## config.mk

```make
export PLATFORM = sky130hd
export DESIGN_NAME = rtc_alarm_top
export DESIGN_NICKNAME = d
export VERILOG_FILES = /design/src/rtl/rtc_pkg.sv /design/src/rtl/rtc_wrap_counter.sv /design/src/rtl/rtc_interval_gen.sv /design/src/rtl/rtc_alarm_match.sv /design/src/rtl/rtc_alarm_top.sv
export SDC_FILE = /design/constraint.sdc
export NUM_CORES = 1
export LEC_CHECK = 0
export ABC_AREA = 1
export BUFFER_PORTS_ARGS = -buffer_cell sky130_fd_sc_hd__buf_2
export CAP_MARGIN = 20
export CELL_PAD_IN_SITES_DETAIL_PLACEMENT = 0
export CELL_PAD_IN_SITES_GLOBAL_PLACEMENT = 1
export CORE_ASPECT_RATIO = 0.6
export CORE_MARGIN = 2
export CORE_UTILIZATION = 36
export DETAILED_ROUTE_END_ITERATION = 6
export PLACE_DENSITY = 0.88
export SLEW_MARGIN = 20
export SYNTH_ARGS = -nofsm -noshare
export SYNTH_HDL_FRONTEND = slang
export SYNTH_SLANG_ARGS = --single-unit
```

## constraint.sdc

```tcl
create_clock -name clk -period 2 [get_ports clk]
set_clock_uncertainty 0.15 [all_clocks]
set_input_delay 0.1 -clock clk [delete_from_list [all_inputs] [get_ports clk]]
set_output_delay 0.1 -clock clk [all_outputs]
set_load 0.1 [all_outputs]
```

## src/rtl/rtc_pkg.sv

```systemverilog
package rtc_pkg;

  typedef enum logic [2:0] {
    IV_HALF = 3'd0,
    IV_SEC  = 3'd1,
    IV_MIN  = 3'd2,
    IV_HOUR = 3'd3,
    IV_DAY  = 3'd4
  } iv_sel_e;

endpackage

```

## src/rtl/rtc_wrap_counter.sv

```systemverilog
module rtc_wrap_counter #(
  parameter int MAX = 60,
  parameter int W   = $clog2(MAX)
) (
  input  logic         clk,
  input  logic         rst,
  input  logic         ld,
  input  logic [W-1:0] ld_val,
  input  logic         step,
  output logic [W-1:0] cnt_o,
  output logic [W-1:0] nxt_o,
  output logic         wrap_o
);

  localparam logic [W-1:0] LAST = W'(MAX - 1);

  logic [W-1:0] cnt_q;

  // Out-of-range values (only possible after a load) wrap on the next step.
  assign wrap_o = step && (cnt_q >= LAST);

  always_comb begin
    if (ld)          nxt_o = ld_val;
    else if (wrap_o) nxt_o = '0;
    else if (step)   nxt_o = cnt_q + 1'b1;
    else             nxt_o = cnt_q;
  end

  always_ff @(posedge clk) begin
    if (rst) cnt_q <= '0;
    else     cnt_q <= nxt_o;
  end

  assign cnt_o = cnt_q;

endmodule

```

## src/rtl/rtc_interval_gen.sv

```systemverilog
module rtc_interval_gen
  import rtc_pkg::*;
(
  input  logic       clk,
  input  logic       rst,
  input  logic       step,
  input  logic       half_lsb,
  input  logic       wrap_half,
  input  logic       wrap_min,
  input  logic       wrap_hour,
  input  logic [2:0] sel,
  output logic       irq_o
);

  logic hit;

  always_comb begin
    case (iv_sel_e'(sel))
      IV_HALF: hit = step;
      IV_SEC:  hit = step && half_lsb;   // odd count steps to an even one
      IV_MIN:  hit = wrap_half;
      IV_HOUR: hit = wrap_min;
      IV_DAY:  hit = wrap_hour;
      default: hit = 1'b0;
    endcase
  end

  always_ff @(posedge clk) begin
    if (rst) irq_o <= 1'b0;
    else     irq_o <= hit;
  end

endmodule

```

## src/rtl/rtc_alarm_match.sv

```systemverilog
module rtc_alarm_match #(
  parameter int HW  = 7,
  parameter int MW  = 6,
  parameter int HRW = 5
) (
  input  logic           clk,
  input  logic           rst,
  input  logic           wr,
  input  logic [HW-1:0]  al_half,
  input  logic [MW-1:0]  al_min,
  input  logic [HRW-1:0] al_hour,
  input  logic           step,
  input  logic [HW-1:0]  nxt_half,
  input  logic [MW-1:0]  nxt_min,
  input  logic [HRW-1:0] nxt_hour,
  output logic           irq_o
);

  localparam int TW = HW + MW + HRW;

  logic [TW-1:0] al_q;
  logic [TW-1:0] nxt_time;

  assign nxt_time = {nxt_hour, nxt_min, nxt_half};

  always_ff @(posedge clk) begin
    if (rst) begin
      al_q  <= '0;
      irq_o <= 1'b0;
    end else begin
      // Only a tick transition can raise the alarm; the old alarm value is used.
      irq_o <= step && (nxt_time == al_q);
      if (wr) al_q <= {al_hour, al_min, al_half};
    end
  end

endmodule

```

## src/rtl/rtc_alarm_top.sv

```systemverilog
module rtc_alarm_top #(
  parameter int HALF_PER_MIN = 120,
  parameter int MIN_PER_HOUR = 60,
  parameter int HOUR_PER_DAY = 24
) (
  input  logic                            clk,
  input  logic                            rst,
  input  logic                            tick_i,
  input  logic                            load_i,
  input  logic [$clog2(HALF_PER_MIN)-1:0] load_half_i,
  input  logic [$clog2(MIN_PER_HOUR)-1:0] load_min_i,
  input  logic [$clog2(HOUR_PER_DAY)-1:0] load_hour_i,
  input  logic                            alarm_wr_i,
  input  logic [$clog2(HALF_PER_MIN)-1:0] alarm_half_i,
  input  logic [$clog2(MIN_PER_HOUR)-1:0] alarm_min_i,
  input  logic [$clog2(HOUR_PER_DAY)-1:0] alarm_hour_i,
  input  logic [2:0]                      iv_sel_i,
  output logic [$clog2(HALF_PER_MIN)-1:0] half_o,
  output logic [$clog2(MIN_PER_HOUR)-1:0] min_o,
  output logic [$clog2(HOUR_PER_DAY)-1:0] hour_o,
  output logic                            irq_interval_o,
  output logic                            irq_alarm_o
);

  localparam int HW  = $clog2(HALF_PER_MIN);
  localparam int MW  = $clog2(MIN_PER_HOUR);
  localparam int HRW = $clog2(HOUR_PER_DAY);

  logic           step_half;
  logic           wrap_half, wrap_min, wrap_hour;
  logic [HW-1:0]  nxt_half;
  logic [MW-1:0]  nxt_min;
  logic [HRW-1:0] nxt_hour;

  // A load wins over the tick of the same cycle.
  assign step_half = tick_i && !load_i;

  rtc_wrap_counter #(.MAX(HALF_PER_MIN), .W(HW)) u_half (
    .clk(clk), .rst(rst), .ld(load_i), .ld_val(load_half_i), .step(step_half),
    .cnt_o(half_o), .nxt_o(nxt_half), .wrap_o(wrap_half)
  );

  rtc_wrap_counter #(.MAX(MIN_PER_HOUR), .W(MW)) u_min (
    .clk(clk), .rst(rst), .ld(load_i), .ld_val(load_min_i), .step(wrap_half),
    .cnt_o(min_o), .nxt_o(nxt_min), .wrap_o(wrap_min)
  );

  rtc_wrap_counter #(.MAX(HOUR_PER_DAY), .W(HRW)) u_hour (
    .clk(clk), .rst(rst), .ld(load_i), .ld_val(load_hour_i), .step(wrap_min),
    .cnt_o(hour_o), .nxt_o(nxt_hour), .wrap_o(wrap_hour)
  );

  rtc_interval_gen u_iv (
    .clk(clk), .rst(rst), .step(step_half), .half_lsb(half_o[0]),
    .wrap_half(wrap_half), .wrap_min(wrap_min), .wrap_hour(wrap_hour),
    .sel(iv_sel_i), .irq_o(irq_interval_o)
  );

  rtc_alarm_match #(.HW(HW), .MW(MW), .HRW(HRW)) u_alarm (
    .clk(clk), .rst(rst), .wr(alarm_wr_i),
    .al_half(alarm_half_i), .al_min(alarm_min_i), .al_hour(alarm_hour_i),
    .step(step_half), .nxt_half(nxt_half), .nxt_min(nxt_min), .nxt_hour(nxt_hour),
    .irq_o(irq_alarm_o)
  );

endmodule

```

Yosys cells after proc, flatten, opt, wreduce, memory -nomap -nowiden
Cells that the tools add are included.
{"block": "totals", "regBits": 38, "input_bits": 44, "output_inout_bits": 20, "wordCells": 35}
{"block": "classes", "addsub": 3, "magnitude_cmp": 3, "eq_ne": 5, "mux": 10, "n_reduce_logical": 8}
{"operator": "$mux W7", "n": 3}
{"operator": "$eq A18 B18 Y1", "n": 1}
{"operator": "$mux W6", "n": 3}
{"operator": "$mux W5", "n": 3}
{"operator": "$add A7 B1 Y7 const B", "n": 1}
{"operator": "$ge A7 B7 Y1 const B", "n": 1}
{"operator": "$add A6 B1 Y6 const B", "n": 1}
{"operator": "$eq A3 B2 Y1 const B", "n": 2}
{"operator": "$ge A6 B6 Y1 const B", "n": 1}
{"operator": "$logic_and A1 B1 Y1", "n": 6}
{"operator": "$add A5 B1 Y5 const B", "n": 1}
{"operator": "$ge A5 B5 Y1 const B", "n": 1}
{"operator": "$pmux W1 S5", "n": 1}
{"operator": "$eq A3 B1 Y1 const B", "n": 1}
{"operator": "$eq A3 B3 Y1 const B", "n": 1}
{"operator": "$logic_not A3 Y1", "n": 1}
{"operator": "$logic_not A1 Y1", "n": 1}

Depth between registers and ports, before layout
Gate-level depths: netlist (run 1).
{"block": "logic_depth", "word_depth": 9, "depth_mapped": 16, "mapped_depth_nobuf": 15}

Modules after synthesis
From an unflattened synthesis (run 1), not the netlist that was laid out.
{"block": "unflattened", "hier_cells": 361, "area_unflattened_um2": 2260.9}
{"mod": "rtc_alarm_match", "n_inst": 1, "cells_each": 150, "area_per_inst_um2": 962.2, "seq_area_each_um2": 380.4}
{"mod": "rtc_wrap_counter (u_half)", "n_inst": 1, "cells_each": 69, "area_per_inst_um2": 455.4, "seq_area_each_um2": 140.1}
{"mod": "rtc_wrap_counter (u_min)", "n_inst": 1, "cells_each": 67, "area_per_inst_um2": 397.9, "seq_area_each_um2": 120.1}
{"mod": "rtc_wrap_counter (u_hour)", "n_inst": 1, "cells_each": 53, "area_per_inst_um2": 342.8, "seq_area_each_um2": 100.1}
{"mod": "rtc_interval_gen", "n_inst": 1, "cells_each": 20, "area_per_inst_um2": 92.6, "seq_area_each_um2": 20.0}
{"mod": "rtc_alarm_top", "n_inst": 1, "cells_each": 2, "area_per_inst_um2": 10.0, "seq_area_each_um2": 0.0}

Worst setup path before layout (run 1)
No wires, ideal clock.
{"block": "synth_timing", "kind": "register to register", "from": "register u_min.cnt_q[0] (netlist: u_min.cnt_o[0])", "to": "register u_alarm.irq_o", "setup_time_ps": 64, "arrival_time_ps": 2435, "required_time_ps": 1786, "slack_ps": -649, "stages_incl_launch_ff": 14, "n_path_buf": 0, "synth_period_minus_slack_ps": 2649, "cell_sequence": "dfxtp_1 ha_1 nor2_1 nor2_1 inv_1 nor2_4 nand3_1 nand3_1 nand2_1 nand2_1 nand2_1 nor2_1 nand3_1 nor2_1"}
{"block": "synth_between", "elab_chain_cells": 7, "elab_cells_between_ends": 12, "cone_classes": "add/sub (1); order compare (1); eq/ne (1); mux (6); reduce/logical (3)"}
{"item": "from (decl)", "line_no": "rtc_wrap_counter.sv:17", "source": "logic [W-1:0] cnt_q;"}
{"item": "from (signal assigned)", "line_no": "rtc_wrap_counter.sv:31", "source": "else cnt_q <= nxt_o;"}
{"item": "$ge A6 B6 Y1", "line_no": "rtc_wrap_counter.sv:20", "source": "assign wrap_o = step && (cnt_q >= LAST);"}
{"item": "$logic_and A1 B1 Y1", "line_no": "rtc_wrap_counter.sv:20"}
{"item": "$mux W5 or $logic_and A1 B1 Y1 (tied branches)", "line_no": "rtc_wrap_counter.sv:25, rtc_wrap_counter.sv:20"}
{"item": "$mux W5", "line_no": "rtc_wrap_counter.sv:24", "source": "else if (wrap_o) nxt_o = '0;"}
{"item": "$mux W5", "line_no": "rtc_wrap_counter.sv:23", "source": "if (ld) nxt_o = ld_val;"}
{"item": "$eq A18 B18 Y1 *", "line_no": "rtc_alarm_match.sv:32", "source": "irq_o <= step && (nxt_time == al_q);"}
{"item": "$logic_and A1 B1 Y1 *", "line_no": "rtc_alarm_match.sv:32"}
{"item": "to (signal assigned)", "line_no": "rtc_alarm_match.sv:32"}
{"item": "to (decl)", "line_no": "rtc_alarm_match.sv:16", "source": "output logic irq_o"}
Mark *: on every way between the ends. The rest lies on a longest branch, timed or not.
A chain may end at the register's enable or synchronous reset.

Worst setup path after layout (run 1)
{"block": "layout_timing", "from": "register u_min.cnt_q[1] (netlist: u_min.cnt_o[1])", "to": "register u_alarm.irq_o"}
The elaborated chain is that of the path after synthesis.

==> summary.md, run 1 <==
| Metric | Value |
|---|---|
| P_sw | `746 uW` |
| Synthesized cell area | `2330 um^2` |
| RSZ-0062 raised after global routing | `yes` |
| Worst-path cell chain | `ha_4 -> nor2_2 -> nor2_2 -> buf_4 -> nand3_4 -> nand2_4 -> inv_4 -> nand2_2 -> nand2_2 -> xor2_1 -> nand2_1 -> nor2_1 -> nand3_1 -> nor2_1` |
| First-pass GRT wire length | `11.6 mm` |
| Number of synthesized flops with an enable pin | `0` |
| Final WL | `7.53 mm` |
| Crit Path Category | `reg2reg` |
| Placed instance count | `499` |
| Crit Path Max Fanout | `6` |
| Area growth syn-to-layout | `49.3%` |
| Hold Vio Cnt, Final | `0` |
| CP required | `2.09 ns` |
| PortBufs | `63` |
| Async SR Flop Fraction | `0%` |
| Post-route ant nets | `0` |
| GR Layer Usage met1 | `31.9%` |
| Pint | `1380 uW` |
| Multi-input logic area | `1530 um^2` |
| Io pins | `64` |
| Worst skew pair latency | `0.30 ns` |
| Ant diodes | `0` |
| R2R setup slack | `0.04 ns` |
| Power Density | `612 nW/um^2` |
| H-Tree Depth | `2` |
| Power, Total | `2120 uW` |
| Largest net degree at the start of global routing | `38` |
| Status | `complete, no violations` |
| Routability Congestion | `0.943` |
| Worst Setup End Kind | `flip-flop` |
| Worst r2r path cells | `14` |
| Count of cell types in the netlist | `31` |
| Post-synth top area share | `32.7%` |
| R2r endpoint | `u_alarm.irq_o` |
| Hold Path Class | `in2reg` |
| # DRC | `0` |
| Finished Layout Cells | `548` |
| CTS Buf Count | `5` |
| Syn nets | `403` |
| CP max stage cell | `dfxtp_4` |
| Synth Warn # | `0` |
| Post-Syn Instances | `355` |
| Vias in the first global route | `2337` |
| Final HPWL DP | `5.40 mm` |
| Tcrit/Tclk final | `98.2%` |
| Most frequent cell after synthesis | `nand2_1` |
| Pins Over Slew Limit | `0` |
| Fin nets | `511` |
| Hold path endpoint | `u_iv.irq_o` |
| Top_reg_cell synth | `dfxtp_1` |
| VDD IR max | `0.256 mV` |
| Max-cap check violation count | `0` |
| Crit path DAT | `2.06 ns` |
| Clk slew on worst S/H paths | `0.08 ns` |
| Post-synth top cells | `107 x nand2_1, 52 x nor2_1, 38 x dfxtp_1, 34 x nand3_1, 30 x inv_1` |
| Row count | `22` |
| Die height | `66.3 um` |
| Crit path time final | `1.96 ns` |
| LEAKAGE | `0.00163 uW` |
| Synth area leaders | `dfxtp_1 33%, nand2_1 17%, nor2_1 8.4%` |
| FF+latch area | `818 um^2` |
| Sequential area share after synthesis | `32.7%` |
| Core area | `6170 um^2` |
| Grt met3 use | `5.42%` |
| R2r startpoint | `u_min.cnt_o[1]` |
| Sink Count | `38` |
| Via-to-Cell Ratio | `4.82` |
| Total congestion overflow | `0` |
| Share of cells above drive strength 1 | `31.9%` |
| DIE AREA | `7140 um^2` |
| CTS Buffer Depth | `2` |
| Initial antenna violation count | `0` |
| Dominant cell type by area after synthesis | `dfxtp_1` |
| Initial DRC Count | `177` |
| Gr usage total | `21.5%` |
| TritonCTS clock tree | `done` |
| Max stage delay on crit path | `0.37 ns` |
| Comb pwr share | `28.1%` |
| Max-slew headroom at the worst pin | `67.5%` |
| Met2 Use GR | `30.8%` |
| Sw frac | `35.1%` |
| Drt pass-1 iters | `5` |
| Startpoint Class | `flip-flop` |
| Clock power frac | `32.1%` |
| Hold WS | `0.0177 ns` |
| Avg Cell Area, Syn | `6.55 um^2` |
| Synth Register Bits | `38` |
| Wirelength per Cell | `13.7 um` |
| Achievable Freq | `509 MHz` |
| Min-delay src | `iv_sel_i[1]` |
| Final Setup Violations | `0` |
| Worst-Margin Slew | `0.490 ns` |
| Hold Path Cell Cnt | `5` |
| GRT busiest layer | `met1` |
| Die X | `108 um` |
| Initial Util | `37.7%` |
| Via count | `2644` |
| Clk root buf | `clkbuf_8` |
| Share of power burned in registers | `39.8%` |
| # fillers | `579` |
[state kept, by name, summed over array words and instances (netlist names)]
register	flops
u_alarm.al_q	18
u_min.cnt_o	6
u_alarm.irq_o	1
u_hour.cnt_o	5
u_iv.irq_o	1
u_half.cnt_o	7
[cell type report]
type                            instances  area share, %
Inverter                               33           3.71
Timing Repair Buffer                  112           22.6
Multi-Input combinational cell        273           43.9
Clock inverter                          3           1.23
Sequential cell                        38           23.6
Clock buffer                            5           1.98
Tap cell                               84           3.03
[metal layers]
layer / up-vias / wire length (um)
met5: - / 0
met4: 0 / 63
met3: 8 / 588
met2: 110 / 2950
met1: 1157 / 3930
li1: 1369 / -
[worst max path at each step]
| stage | slack [ns] | from | end |
|---|---|---|---|
| 2_1_floorplan | 0.005 | u_min.cnt_o[0] | u_alarm.irq_o |
| 3_3_place_gp | -0.005 | u_min.cnt_o[1] | u_alarm.irq_o |
| 3_5_place_dp | -0.10 | u_half.cnt_o[0] | u_alarm.irq_o |
| 4_1_cts | 0.004 | u_min.cnt_o[1] | u_alarm.irq_o |
| 5_1_grt | -0.07 | u_hour.cnt_o[0] | u_alarm.irq_o |
| 6_report | 0.04 | u_min.cnt_o[1] | u_alarm.irq_o |
[timing repair]
action                                  4_1_cts  5_1_grt
pin swaps                                     1        9
gates resized for setup                      11       25
cloned                                        1        0
hold endpoints to repair                     31        0
endpoints found under the setup margin        1        1
buffers inserted                              0        5
hold buffers                                 35        0
[cells in the final DEF (no fill, tap or decap), drive strengths merged]
cell type and n:
a21oi 19, inv 35, or2 4, nand3 39
a211oi 15, nor2 57, bufinv 1, xor2 3
ha 4, nand2 112, a21boi 1, buf 77
and3 1, nand3b 4, clkbuf 5, o21ai 5
dlygate4sd3 35, xnor2 4, o31ai 1, dfxtp 38
nand4 4
[metrics by stage]
stage | cell area (um^2) | worst slack (ns) | TNS, ns | util (%)
after floorplan | 2400 | 0.00500 | 0 | -
after global placement | 2840 | -0.00494 | -0.00494 | 46.1
after detailed placement | 2840 | -0.104 | -0.104 | 46.1
after CTS | 3340 | 0.00392 | 0 | 54.2
after global routing | 3470 | -0.0694 | -0.0694 | 56.3
final | 3470 | 0.0358 | 0 | 56.3
[critical path: cells and delay by family, from the launching register on]
kind,cells,cell delay [ns]
buf+inv,2,0.23
flops,1,0.37
simple gates,10,0.84
fa+ha+maj,1,0.17
xor+xnor,1,0.15
[power groups by stage]
stage | combinational [uW] | clock (uW) | sequential (uW)
3_5_place_dp | 512 | 0 | 861
6_report | 597 | 681 | 845
2_1_floorplan | 229 | 0 | 1000
3_3_place_gp | 509 | 0 | 860
4_1_cts | 571 | 694 | 844
5_1_grt | 648 | 725 | 853
[logic make-up (layout without fill, tap and decap cells)]
group / after synthesis / after routing / synth area share, %
AO/OA/AOI/OAI: 41 / 41 / 11.2
AND/OR/NAND/NOR: 220 / 221 / 43.0
adder cells (fa/ha/maj): 4 / 4 / 2.15
flip-flops: 38 / 38 / 32.7
XOR/XNOR: 7 / 7 / 2.64
buffers and inverters: 45 / 153 / 8.23
Power figures use the tool's default switching activity.
==> run 2: changes to the inputs <==
--- a/config.mk
+++ b/config.mk
@@ -6,15 +6,15 @@
 export NUM_CORES = 1
 export LEC_CHECK = 0
 export ABC_AREA = 1
-export BUFFER_PORTS_ARGS = -buffer_cell sky130_fd_sc_hd__buf_2
 export CAP_MARGIN = 20
 export CELL_PAD_IN_SITES_DETAIL_PLACEMENT = 0
 export CELL_PAD_IN_SITES_GLOBAL_PLACEMENT = 1
 export CORE_ASPECT_RATIO = 0.6
 export CORE_MARGIN = 2
-export CORE_UTILIZATION = 36
+export CORE_UTILIZATION = 43
 export DETAILED_ROUTE_END_ITERATION = 6
-export PLACE_DENSITY = 0.88
+export DONT_BUFFER_PORTS = 1
+export PLACE_DENSITY = 0.86
 export SLEW_MARGIN = 20
 export SYNTH_ARGS = -nofsm -noshare
 export SYNTH_HDL_FRONTEND = slang
==> run 2 against run 1 <==
The run now ends with setup timing left. Critical path depth decreased by 1. Global-route usage increased by 2.5 points. Sequential cell count unchanged. Cell count decreased by 8.2%. Critical endpoint unchanged.
==> summary.md, run 2 (synthesis results as in run 1) <==
| Metric | Value |
|---|---|
| Drt pass-1 iters | `5` |
| Met2 Use GR | `36.0%` |
| Worst r2r path cells | `13` |
| Crit path top cell by count | `nand2_1` |
| Share of cells above drive strength 1 | `26.1%` |
| Startpoint Class | `flip-flop` |
| R2r endpoint | `u_alarm.irq_o` |
| Clk slew on worst S/H paths | `0.09 ns` |
| TritonCTS clock tree | `done` |
| Total congestion overflow | `0` |
| Worst Setup End Kind | `flip-flop` |
| Post-layout util | `67.3%` |
| Failing checks | `setup timing` |
| First-pass GRT wire length | `11.1 mm` |
| GR Layer Usage met1 | `35.9%` |
| Via count | `2517` |
| DIE AREA | `6030 um^2` |
| Fin nets | `484` |
| Core area | `5130 um^2` |
| Final setup TNS | `-0.0708 ns` |
| CP required | `2.08 ns` |
| VDD IR max | `0.341 mV` |
| # fillers | `433` |
| Min-delay src | `load_i` |
| H-Tree Depth | `2` |
| Routability Congestion | `0.854` |
| Pins Over Slew Limit | `0` |
| Crit path DAT | `2.12 ns` |
| Final Setup Violations | `2` |
| Initial DRC Count | `213` |
| PortBufs | `0` |
| R2r startpoint | `u_min.cnt_o[0]` |
| Grt met3 use | `5.18%` |
| Max stage delay on crit path | `0.38 ns` |
| Power Density | `625 nW/um^2` |
| Most common cell after layout, fill and taps aside | `nand2_1` |
| Clk root buf | `clkbuf_8` |
| RSZ-0062 raised after global routing | `yes` |
| Initial antenna violation count | `0` |
| Setup ws final | `-0.0385 ns` |
| LEAKAGE | `0.00157 uW` |
| Buf/Inv on CP | `1` |
| Via-to-Cell Ratio | `5.00` |
| Worst-path cell chain | `ha_4 -> nor2_1 -> nor2_2 -> inv_1 -> nor2_4 -> nand2_1 -> nand3_1 -> nand2_1 -> nand2_1 -> nand4_1 -> nor2_1 -> nand3_1 -> nor2_2` |
| Hold WS | `0.00767 ns` |
| # DRC | `0` |
| CTS Buffer Depth | `2` |
| Finished Layout Cells | `503` |
| GRT busiest layer | `met2` |
| Die height | `61.0 um` |
| Most frequent cells in the layout | `102 x nand2_1, 42 x nor2_1, 41 x dlygate4sd3_1, 39 x buf_4, 32 x nand3_1` |
| Critical path's top delay family | `simple AND/OR/NAND/NOR gates` |
| Post-route ant nets | `0` |
| Crit path time final | `2.04 ns` |
| Gr usage total | `24.0%` |
| Hold Path Class | `in2reg` |
| Io pins | `64` |
| Area growth syn-to-layout | `48.4%` |
| Sink Count | `38` |
| Placed instance count | `440` |
| Hold Path Cell Cnt | `3` |
| R2R setup slack | `-0.04 ns` |
| Max-cap check violation count | `0` |
| Vias in the first global route | `2207` |
| Crit Path Max Fanout | `5` |
| Worst-Margin Slew | `0.715 ns` |
| Final WL | `7.33 mm` |
| Tcrit/Tclk final | `102%` |
| Wirelength per Cell | `14.6 um` |
| CTS Buf Count | `5` |
| Hold path endpoint | `u_min.cnt_o[5]` |
| Die X | `99.0 um` |
| Initial Util | `45.3%` |
| Final HPWL DP | `4.83 mm` |
| Hold Vio Cnt, Final | `0` |
| Achievable Freq | `491 MHz` |
| Pre-CTS worst setup slack | `-0.0503 ns` |
| Largest reg by FF count | `u_alarm.al_q` |
| Worst skew pair latency | `0.29 ns` |
| Max-slew headroom at the worst pin | `52.3%` |
| Largest net degree at the start of global routing | `38` |
| Row count | `20` |
| Ant diodes | `0` |
| CP max stage cell | `dfxtp_4` |
| Max reg flops | `18` |
| Status | `finished with violations` |
| Crit Path Category | `reg2reg` |
run 2: changes by cell type in the layout (fill, tap and decap cells not counted), moves of 3 or more:
cell	change
inv_4	-3
buf_2	-63
nand2_2	-4
buf_4	+26
nor2_4	-4
dlygate4sd3_1	+6
nor2_2	+7
nor2_1	-3
nand2_1	+4
run 2: stage by stage:
step	area [um^2]	total power, uW
after floorplan	2400	1230
after global placement	2670	1310
after detailed placement	2670	1310
after CTS	3340	2130
after global routing	3450	2250
final	3450	2160
run 2: area by class of cell:
| type | instances | area [um^2] | area share [%] |
|---|---|---|---|
| clock buffers | 8 | 133 | 3.84 |
| inverters | 33 | 126 | 3.66 |
| multi-input cells | 272 | 1500 | 43.4 |
| flip-flops and latches | 38 | 816 | 23.6 |
| well taps | 66 | 82.6 | 2.39 |
| repair buffers | 86 | 797 | 23.1 |
run 2: routing by layer:
metal	part of all wire [%]	wire length (um)
met3	7.8	571
met2	41	2980
met1	51	3740
met5	0	0
met4	0.60	44
run 2: power by group:
part / total (uW) / leakage, uW / switching, uW / internal, uW
Sequential: 838 / 0.000325 / 39.6 / 799
Clock: 725 / 0.0000678 / 293 / 432
Combinational: 593 / 0.00118 / 383 / 210
Total: 2160 / 0.00157 / 715 / 1440
run 2: timing repair:
action,in CTS,in global routing
pin swaps,4,10
hold endpoints to repair,37,0
setup buffers,8,4
gates resized for setup,14,23
hold buffers,43,0
endpoints found under the setup margin,1,5
run 2: tightest hold or removal path, cell delays in order:
cell,delay [ns]
nand2_1,0.05
a21boi_0,0.15
nor2_1,0.10
run 2: worst max-delay path by stage:
| stage | slack [ns] | from | cells past startpoint | to |
|---|---|---|---|---|
| 5_1_grt | -0.20 | u_half.cnt_o[2] | 12 | u_alarm.irq_o |
| 4_1_cts | 0.00005 | u_half.cnt_o[1] | 13 | u_alarm.irq_o |
| 3_3_place_gp | -0.03 | u_half.cnt_o[1] | 14 | u_alarm.irq_o |
| 6_report | -0.04 | u_min.cnt_o[0] | 13 | u_alarm.irq_o |
| 2_1_floorplan | 0.005 | u_min.cnt_o[0] | 13 | u_alarm.irq_o |
| 3_5_place_dp | -0.05 | u_half.cnt_o[1] | 14 | u_alarm.irq_o |
